===== src/rtl/dps_pkg.sv =====
// Shared types and the rank table for the DRAM request priority selector.
// Assumes ranks fit in four bits; a smaller rank is a better rank.
package dps_pkg;

    typedef enum logic [1:0] {
        MODE_READ    = 2'd0,
        MODE_WRITE   = 2'd1,
        MODE_PREREF  = 2'd2,
        MODE_REFRESH = 2'd3
    } sched_mode_e;

    typedef logic [3:0] level_t;

    localparam level_t LVL_NONE = 4'd15;

    // Maps one request's attributes to its rank under the current mode.
    function automatic level_t rank_of(
        input logic rd_mode,
        input logic wr,
        input logic rh,
        input logic pr,
        input logic tmo,
        input logic lmlp
    );
        if (wr) begin
            if (rh)      return rd_mode ? 4'd4 : 4'd0;
            else if (pr) return rd_mode ? 4'd7 : 4'd6;
            else         return rd_mode ? 4'd8 : 4'd7;
        end
        if (tmo)  return rd_mode ? 4'd0 : 4'd1;
        if (lmlp) return rd_mode ? 4'd1 : 4'd2;
        if (rh) begin
            if (pr) return rd_mode ? 4'd2 : 4'd3;
            else    return rd_mode ? 4'd5 : 4'd4;
        end
        if (pr) return rd_mode ? 4'd3 : 4'd5;
        return rd_mode ? 4'd6 : LVL_NONE;
    endfunction

endpackage


===== src/rtl/dps_entry_tracker.sv =====
// Per-slot age counter and compute-phase promotion flag.
// Assumes the slot's valid input drops for at least one edge between requests;
// age and flag clear whenever the slot is empty or reset is low.
module dps_entry_tracker #(
    parameter int PRIO_CYC    = 100000,
    parameter int TIMEOUT_CYC = 1000000,
    parameter int TID_W       = 2,
    localparam int AGE_W      = $clog2(TIMEOUT_CYC + 1)
) (
    input  logic             clk,
    input  logic             rst_n,
    input  logic             vld,
    input  logic             wr,
    input  logic [TID_W-1:0] tid,
    input  logic             promo_stb,
    input  logic [TID_W-1:0] promo_tid,
    output logic [AGE_W-1:0] age,
    output logic             aged,
    output logic             timed,
    output logic             promoted
);
    localparam logic [AGE_W-1:0] AGE_MAX  = AGE_W'(TIMEOUT_CYC);
    localparam logic [AGE_W-1:0] PRIO_AGE = AGE_W'(PRIO_CYC);

    logic [AGE_W-1:0] age_q;
    logic             promo_q;

    // Saturating age count while the slot is occupied.
    always_ff @(posedge clk) begin
        if (!rst_n || !vld)      age_q <= '0;
        else if (age_q != AGE_MAX) age_q <= age_q + 1'b1;
    end

    // Sticky promotion for reads of the strobed thread.
    always_ff @(posedge clk) begin
        if (!rst_n || !vld)                           promo_q <= 1'b0;
        else if (promo_stb && !wr && tid == promo_tid) promo_q <= 1'b1;
    end

    assign age      = age_q;
    assign aged     = (age_q >= PRIO_AGE);
    assign timed    = (age_q >= AGE_MAX);
    assign promoted = promo_q;

    a_r7_age_steps: assert property (@(posedge clk) disable iff (!rst_n)
        (vld && age_q != AGE_MAX) |=> (!vld || age_q == $past(age_q) + 1'b1));
    a_r10_age_saturates: assert property (@(posedge clk) disable iff (!rst_n)
        (vld && age_q == AGE_MAX) |=> (!vld || age_q == AGE_MAX));
    a_r9_promotion_sticks: assert property (@(posedge clk) disable iff (!rst_n)
        (promo_stb && vld && !wr && tid == promo_tid) |=> (!vld || promo_q));

endmodule


===== src/rtl/dps_rank_encoder.sv =====
// Computes one slot's rank from its request attributes and tracker state.
// Assumes the thread count has already been selected for this slot's thread.
module dps_rank_encoder
    import dps_pkg::*;
#(
    parameter int CNT_W  = 8,
    parameter int MLP_TH = 2
) (
    input  logic             rd_mode,
    input  logic             vld,
    input  logic             iss,
    input  logic             wr,
    input  logic             rowhit,
    input  logic             hint,
    input  logic             aged,
    input  logic             timed,
    input  logic             promoted,
    input  logic [CNT_W-1:0] thr_cnt,
    output level_t           level
);
    localparam logic [CNT_W-1:0] MLP_LIM = CNT_W'(MLP_TH);

    logic pr, tmo, lmlp;

    // Read-only boosts; writes keep only their hint.
    always_comb begin
        pr    = hint | (!wr & (aged | promoted));
        tmo   = !wr & timed;
        lmlp  = !wr & (thr_cnt < MLP_LIM);
        level = (vld && iss) ? rank_of(rd_mode, wr, rowhit, pr, tmo, lmlp) : LVL_NONE;
    end

endmodule


===== src/rtl/dps_winner_pick.sv =====
// Picks the best rank, then the largest age, then the lowest index.
// Assumes LVL_NONE marks a slot that does not compete.
module dps_winner_pick
    import dps_pkg::*;
#(
    parameter int N_ENT = 8,
    parameter int AGE_W = 20,
    localparam int IDX_W = (N_ENT > 1) ? $clog2(N_ENT) : 1
) (
    input  logic [N_ENT*4-1:0]     lvl_flat,
    input  logic [N_ENT*AGE_W-1:0] age_flat,
    output logic                   win_vld,
    output logic [IDX_W-1:0]       win_idx
);
    level_t           best_lvl;
    logic [AGE_W-1:0] best_age;

    // Linear scan; strict compares keep the lowest index on a full tie.
    always_comb begin
        best_lvl = LVL_NONE;
        best_age = '0;
        win_idx  = '0;
        for (int i = 0; i < N_ENT; i++) begin
            if (lvl_flat[i*4 +: 4] != LVL_NONE &&
                (lvl_flat[i*4 +: 4] < best_lvl ||
                 (lvl_flat[i*4 +: 4] == best_lvl && age_flat[i*AGE_W +: AGE_W] > best_age))) begin
                best_lvl = lvl_flat[i*4 +: 4];
                best_age = age_flat[i*AGE_W +: AGE_W];
                win_idx  = IDX_W'(i);
            end
        end
        win_vld = (best_lvl != LVL_NONE);
    end

endmodule


===== src/rtl/dram_prio_selector.sv =====
// Top: ranks every pool slot under the current mode and grants one per cycle.
// Assumes req_iss already reflects DRAM timing legality of each slot's command.
module dram_prio_selector
    import dps_pkg::*;
#(
    parameter int N_ENT       = 8,
    parameter int N_THR       = 4,
    parameter int CNT_W       = 8,
    parameter int PRIO_CYC    = 100000,
    parameter int TIMEOUT_CYC = 1000000,
    parameter int MLP_TH      = 2,
    localparam int TID_W      = (N_THR > 1) ? $clog2(N_THR) : 1,
    localparam int IDX_W      = (N_ENT > 1) ? $clog2(N_ENT) : 1,
    localparam int AGE_W      = $clog2(TIMEOUT_CYC + 1)
) (
    input  logic                   clk,
    input  logic                   rst_n,
    input  logic [1:0]             mode,
    input  logic [N_ENT-1:0]       req_vld,
    input  logic [N_ENT-1:0]       req_wr,
    input  logic [N_ENT-1:0]       req_rowhit,
    input  logic [N_ENT-1:0]       req_prio,
    input  logic [N_ENT-1:0]       req_iss,
    input  logic [N_ENT*TID_W-1:0] req_tid,
    input  logic [N_THR*CNT_W-1:0] thr_rdcnt,
    input  logic                   promo_stb,
    input  logic [TID_W-1:0]       promo_tid,
    output logic                   gnt_vld,
    output logic [IDX_W-1:0]       gnt_idx
);
    logic                   rd_mode;
    logic [N_ENT*4-1:0]     lvl_flat;
    logic [N_ENT*AGE_W-1:0] age_flat;

    assign rd_mode = (mode == MODE_READ);

    for (genvar g = 0; g < N_ENT; g++) begin : g_ent
        logic [TID_W-1:0] tid;
        logic [CNT_W-1:0] cnt;
        logic [AGE_W-1:0] age;
        logic             aged, timed, promoted;
        level_t           level;

        assign tid = req_tid[g*TID_W +: TID_W];
        assign cnt = thr_rdcnt[int'(tid)*CNT_W +: CNT_W];

        dps_entry_tracker #(
            .PRIO_CYC    (PRIO_CYC),
            .TIMEOUT_CYC (TIMEOUT_CYC),
            .TID_W       (TID_W)
        ) u_trk (
            .clk       (clk),
            .rst_n     (rst_n),
            .vld       (req_vld[g]),
            .wr        (req_wr[g]),
            .tid       (tid),
            .promo_stb (promo_stb),
            .promo_tid (promo_tid),
            .age       (age),
            .aged      (aged),
            .timed     (timed),
            .promoted  (promoted)
        );

        dps_rank_encoder #(
            .CNT_W  (CNT_W),
            .MLP_TH (MLP_TH)
        ) u_rank (
            .rd_mode  (rd_mode),
            .vld      (req_vld[g]),
            .iss      (req_iss[g]),
            .wr       (req_wr[g]),
            .rowhit   (req_rowhit[g]),
            .hint     (req_prio[g]),
            .aged     (aged),
            .timed    (timed),
            .promoted (promoted),
            .thr_cnt  (cnt),
            .level    (level)
        );

        assign lvl_flat[g*4 +: 4]         = level;
        assign age_flat[g*AGE_W +: AGE_W] = age;
    end

    dps_winner_pick #(
        .N_ENT (N_ENT),
        .AGE_W (AGE_W)
    ) u_pick (
        .lvl_flat (lvl_flat),
        .age_flat (age_flat),
        .win_vld  (gnt_vld),
        .win_idx  (gnt_idx)
    );

    a_r1_grant_is_legal: assert property (@(posedge clk) disable iff (!rst_n)
        gnt_vld |-> (req_vld[gnt_idx] && req_iss[gnt_idx]));
    a_r1_idle_no_grant: assert property (@(posedge clk) disable iff (!rst_n)
        ((req_vld & req_iss) == '0) |-> !gnt_vld);
    a_r3_row_hit_write_first: assert property (@(posedge clk) disable iff (!rst_n)
        (!rd_mode && gnt_vld && (req_vld & req_iss & req_wr & req_rowhit) != '0)
            |-> (req_wr[gnt_idx] && req_rowhit[gnt_idx]));

endmodule


===== config.mk =====
export PLATFORM = sky130hd
export DESIGN_NAME = dram_prio_selector
export DESIGN_NICKNAME = d
export VERILOG_FILES = /design/src/rtl/dps_pkg.sv /design/src/rtl/dps_entry_tracker.sv /design/src/rtl/dps_rank_encoder.sv /design/src/rtl/dps_winner_pick.sv /design/src/rtl/dram_prio_selector.sv
export SDC_FILE = /design/constraint.sdc
export NUM_CORES = 1
export LEC_CHECK = 0
export BUFFER_PORTS_ARGS = -buffer_cell sky130_fd_sc_hd__buf_2
export CAP_MARGIN = 0
export CORE_MARGIN = 1.5
export CORE_UTILIZATION = 50
export CTS_BUF_LIST = sky130_fd_sc_hd__clkbuf_8
export CTS_CLUSTER_SIZE = 8
export DETAILED_ROUTE_END_ITERATION = 8
export PLACE_DENSITY = 0.71
export SLEW_MARGIN = 20
export SYNTH_ARGS = -nofsm -noshare
export SYNTH_HDL_FRONTEND = slang
export SYNTH_SLANG_ARGS = --single-unit

===== constraint.sdc =====
create_clock -name clk -period 55.2 [get_ports clk]
set_input_delay 2.76 -clock clk [delete_from_list [all_inputs] [get_ports clk]]
set_output_delay 2.76 -clock clk [all_outputs]
set_load 0.05 [all_outputs]

# After elaboration in Yosys (flattened, before gate mapping)
# Index checks and enable logic that the tools add are counted.
# W data, S select, Z words.
[classes]
magnitude_cmp = 40
bitwise = 40
n_mux = 263
n_shift = 8
add_sub_neg = 8
eq_ne = 33
n_reduce_logical = 74
[op_table]
columns = ["cell", "n"]
rows = [
  ["$mux W4", 121],
  ["$shiftx A32 B6 Y8", 8],
  ["$add A20 B1 Y20 const B", 8],
  ["$ge A20 B17 Y1 const B", 8],
  ["$ge A20 B20 Y1 const B", 8],
  ["$ne A20 B20 Y1 const B", 8],
  ["$gt A20 B20 Y1", 7],
  ["$mux W20", 7],
  ["$mux W1", 125],
  ["$lt A8 B2 Y1 const B", 8],
  ["$logic_and A1 B1 Y1", 40],
  ["$ne A4 B4 Y1 const B", 9],
  ["$eq A4 B4 Y1", 7],
  ["$lt A4 B4 Y1", 7],
  ["$and A1 B1 Y1", 24],
  ["$mux W3", 7],
  ["$gt A20 B1 Y1 const B", 1],
  ["$logic_not A1 Y1", 17],
  ["$eq A2 B2 Y1", 8],
  ["$logic_or A1 B1 Y1", 16],
  ["$or A1 B1 Y1", 16],
  ["$mux W2", 3],
  ["$eq A4 B4 Y1 const B", 1],
  ["$lt A4 B4 Y1 const B", 1],
  ["$logic_not A2 Y1", 1],
]
[word_totals]
elab_cells = 482
in_bits = 95
out_inout_bits = 4
reg_bits = 168

# Depth between registers and ports, before layout
[logic_depth]
ltp_word = 60
mapped_depth = 93
mapped_depth_nobuf = 81

# Cells and area by module
# From an unflattened synthesis, not the netlist that was laid out.
[hier_totals]
cells_unflattened = 2427
hier_area_um2 = 19474.9
[by_module_without_submodules]
columns = ["mod", "n_inst", "cells_each", "area_per_inst_um2", "seq_area_each_um2"]
rows = [
  ["dps_entry_tracker", 8, 142, 1157.4, 420.4],
  ["dps_winner_pick", 1, 890, 6328.6, 0.0],
  ["dps_rank_encoder", 8, 40, 289.0, 0.0],
  ["dram_prio_selector", 1, 81, 1575.3, 0.0],
]

# Least setup slack after synthesis
# OpenSTA, ideal clock, no wires.
[synth_path]
path_type = "input to output"
start = "input port thr_rdcnt[12]"
end = "output port gnt_vld"
path_slack_ns = 31.823
t_required_ns = 52.440
path_buffers = 16
arrival_time_ns = 20.617
stages = 86
path_cell_list = "or4_1 > nor4_1 > mux4_2 > nor3_1 > a311oi_2 > nand3b_1 > buf_2 > buf_1 > nand2_1 > ha_1 > a2111o_1 > a221oi_1 > o32ai_1 > o311a_1 > nor2_1 > clkbuf_1 > a211oi_1 > a31oi_1 > (+50 left out) > o21ai_0 > a2111oi_0 > o22ai_1 > and2_1 > clkbuf_1 > clkbuf_1 > or2_2 > o22ai_1 > ha_1 > a21o_1 > a21oi_1 > nor2b_1 > a2111oi_0 > o211ai_1 > o21bai_1 > o221ai_1 > o211a_1 > nand4bb_1"
[synth_via]
elab_chain_len = 53
elab_cells_between_ends = 191
classes_between = "23 x order compare; 17 x eq/ne; 8 x shift; 111 x mux; 8 x bitwise; 24 x reduce/logical"
[synth_lines]
columns = ["item", "line_no", "text"]
rows = [
  ["from (decl)", "dram_prio_selector.sv:25", "input logic [N_THR*CNT_W-1:0] thr_rdcnt,"],
  ["branches (longest 51 deep; another with $lt A8 B2 Y1)", "-", ""],
  ["$mux W4 (*)", "dps_winner_pick.sv:24", "if (lvl_flat[i*4 +: 4] != LVL_NONE &&"],
  ["$ne A4 B4 Y1 (*)", "dps_winner_pick.sv:32", "win_vld = (best_lvl != LVL_NONE);"],
  ["to (decl)", "dram_prio_selector.sv:28", "output logic gnt_vld,"],
]
# Every way passes the cells marked *. The select of a mux whose other input is x is not followed.

# Final worst setup path
[layout_path]
start = "input port thr_rdcnt[20]"
end = "output port gnt_idx[2]"
[layout_via]
elab_chain_len = 52
elab_cells_between_ends = 193
classes_between = "23 x order compare; 16 x eq/ne; 8 x shift; 114 x mux; 8 x bitwise; 24 x reduce/logical"
[layout_lines]
columns = ["item", "line_no", "text"]
rows = [
  ["branches (longest 51 deep; another with $lt A8 B2 Y1)", "-", ""],
  ["$mux W3 (*)", "dps_winner_pick.sv:24", ""],
  ["to (decl)", "dram_prio_selector.sv:29", "output logic [IDX_W-1:0] gnt_idx"],
]
# Marked as above.

==> impl_metrics.json <==
{
  "worst_setup_path_start_kind": "primary input",
  "finalNetCount": 2551,
  "top_usage_layer": "met2",
  "syn_area_sq_um": 16900,
  "synth_top_area_cell": "dfxtp_1",
  "overflow": 0,
  "rows": 67,
  "yosysUniqueCellTypes": 85,
  "synthArstFlopShare": 0,
  "seqPwrFrac": 0.233,
  "clockRootBuffer": "clkbuf_8",
  "yosysSeqAreaShare": 0.1989,
  "clk_latency_ns": 0.52,
  "synth-simple-area-share": 0.2650,
  "vdd_drop_max_uv": 37.60,
  "cts-hold-fix-buffers": 0,
  "grt_util_all_layers": 0.2900,
  "ys_top_cells_by_count": "289 x nor2_1, 214 x ha_1, 171 x nand2_1",
  "die_y_microns": 186.9,
  "cp_common_cell": "a21o_1",
  "die-area_sq_um": 34920,
  "maxSlewViolCount": 0,
  "synth_top_family_by_area": "simple AND/OR/NAND/NOR gates",
  "p_per_area_nw_per_um2": 29.30,
  "synth_enable_flop_cells": 0,
  "core_area_sq_um": 33360,
  "p_sw_mw": 0.2504,
  "drive_gt1_frac": 0.1051,
  "hold_path.class": "flip-flop to flip-flop",
  "io_pins": 99,
  "clock-sinks": 168,
  "comb_power_share": 0.584,
  "antenna_found_initial": 1,
  "synthCells": 2217,
  "htree_levels": 4,
  "synth-compound-area-share": 0.2240,
  "synth_xor_xnor_area_share": 0.07357,
  "dp_hpwl_mm": 40.24,
  "power.total_mw": 0.5280,
  "whs_ns": 0.4905,
  "min_period_ns": 28.29,
  "drtPass1Iterations": 5,
  "grt_use_met3": 0.04653,
  "p_leak_nw": 7.284,
  "drtAntennaViolNets": 0,
  "synth.most_common_cell": "nor2_1",
  "status": "finished, final reports clean",
  "grt_pass1_wl_mm": 81.77,
  "syn_avg_cell_area_sq_um": 7.625,
  "muxShareOfSynthArea": 0.02768,
  "clockBufferDepth": 2,
  "cp_data_arrival_time_ns": 25.53,
  "met1_usage": 0.3665,
  "drc_errors": 0,
  "hold_viol_final": 0,
  "synth_ff_type": "dfxtp_1",
  "critPathKind": "primary input to output port",
  "p_clk_frac": 0.184,
  "syn-num-nets": 2526,
  "crit_path_top_delay_cell": "nor4_1",
  "wire_per_inst_microns": 18.76,
  "ys_ff_latch": 168,
  "io_buffer_count": 94,
  "period_share": 0.5125,
  "setup_viol": 0,
  "p_sw_frac": 0.4743,
  "ctsResizeCount": 0,
  "synthTopCellsByArea": "dfxtp_1 20%, ha_1 16%, nor2_1 6.4%",
  "initial_core_util": 0.5067,
  "area_growth_pct": 6.624,
  "clock_skew_ns": 0.01708,
  "p_int_mw": 0.2776,
  "grt_max_degree": 61,
  "drt-initial-drc-count": 1417,
  "yosysWarnings": 0,
  "grt_util_met2": 0.4871,
  "cts_buffers": 17,
  "clkSlewWorstSetupHoldPaths_ns": 0.09,
  "vias": 16700,
  "tightest_slew_ns": 1.060,
  "fmax_ghz": 0.03535,
  "drv_cap": 0,
  "critPathMaxFanout": 60,
  "viasPerCell": 6.173,
  "cts_tree": "yes",
  "worstPathRequired_ns": 52.44,
  "rsz0062_at_grt": "no",
  "cts_setup_buffers": 0,
  "synth_top_area_share": 0.1989,
  "place_congestion": 1.001,
  "final.setup.tns_ns": 0,
  "finalWirelength_mm": 50.75,
  "cp-end-kind": "output port",
  "synth_fa_ha_area_frac": 0.1584,
  "first_global_vias": 15710,
  "die_width_microns": 186.9,
  "relSlewSlack": 0.2871,
  "slowest_delay_ns": 0.82
}
placed cells by master, fill, tap and decap left out, types with 21 or more instances in the layout:
master,count
or3_1,27
ha_1,214
nand3_1,81
nor4_1,26
a211oi_1,21
nor3_1,42
o211ai_1,22
and3_1,49
xor2_1,70
nor2b_1,25
o21ai_0,62
and2_1,32
a21oi_1,138
a21o_1,57
a31oi_1,31
xnor2_1,72
or2_2,29
a211o_1,22
nor2_1,289
inv_1,115
o22ai_1,27
dfxtp_1,168
nand2_1,171
nand4_1,55
buf_2,94
sequential cells by signal, indices dropped and copies added (netlist names):
name	flops
g_ent.u_trk.age	160
g_ent.u_trk.promoted	8
critical path, delay by kind of cell:
family / cells / cell delay (ns)
multiplexers: 1 / 0.48
AO/OA/AOI/OAI: 47 / 12.89
adder cells (fa/ha/maj): 7 / 2.19
AND/OR/NAND/NOR: 19 / 4.33
buffers and inverters: 11 / 2.72
worst paths after layout:
kind                                                          from                                   to  slack (ns)  depth (start not counted)
worst min register to register  g_ent[7].u_trk.age[0]$_SDFFE_PP0N_   g_ent[7].u_trk.age[0]$_SDFFE_PP0N_        0.49                          1
worst min-delay path            g_ent[7].u_trk.age[0]$_SDFFE_PP0N_   g_ent[7].u_trk.age[0]$_SDFFE_PP0N_        0.49                          1
worst max-delay path                                 thr_rdcnt[20]                           gnt_idx[2]       26.91                         85
worst max register to register  g_ent[1].u_trk.age[6]$_SDFFE_PP0N_  g_ent[1].u_trk.age[19]$_SDFFE_PP0N_       52.71                          8
final cells by class:
| type | count | area, sq um |
|---|---|---|
| fill | 3278 | 15340 |
| multi-input combinational | 1830 | 12660 |
| sequential | 168 | 3363 |
| timing repair buffer | 109 | 583.1 |
| tap | 448 | 560.5 |
| inverter | 116 | 435.4 |
| clock buffer | 19 | 261.5 |
| clock inverter | 13 | 157.7 |
| antenna | 2 | 5.005 |
layer usage:
| layer | up-vias | part of all wire |
|---|---|---|
| met3 | 92 | 0.062 |
| met4 | 0 | 0.040 |
| li1 | 8147 | - |
| met1 | 7932 | 0.43 |
| met2 | 526 | 0.47 |
| met5 | - | 0 |
cell families (layout without fill, tap and decap cells):
family / count (synthesis) / after routing
AO/OA/AOI/OAI: 536 / 536
buffers and inverters: 219 / 257
adder cells (fa/ha/maj): 214 / 214
AND/OR/NAND/NOR: 906 / 906
multiplexers: 32 / 32
flip-flops: 168 / 168
other: 0 / 2
XOR/XNOR: 142 / 142
per-stage QoR:
| stage | area (sq um) | utilization | worst slack (ns) | cells |
|---|---|---|---|---|
| after floorplan | 16910 | - | 31.82 | 2217 |
| after global placement | 17600 | 0.5275 | 27.55 | 2671 |
| after detailed placement | 17600 | 0.5275 | 27.38 | 2671 |
| after CTS | 18020 | 0.5401 | 27.26 | 2703 |
| after global routing | 18020 | 0.5402 | 25.79 | 2704 |
| final | 18020 | 0.5402 | 26.91 | 2705 |
power groups by stage:
stage               Clock [mW]  Sequential [mW]  Combinational (mW)
finish                  0.0971            0.123               0.308
global route             0.103            0.123               0.338
CTS                     0.0991            0.123               0.304
detailed placement           0            0.126               0.302
global placement             0            0.126               0.295
floorplan                    0            0.125               0.221
Note: power is estimated with default switching activity, not from simulation.
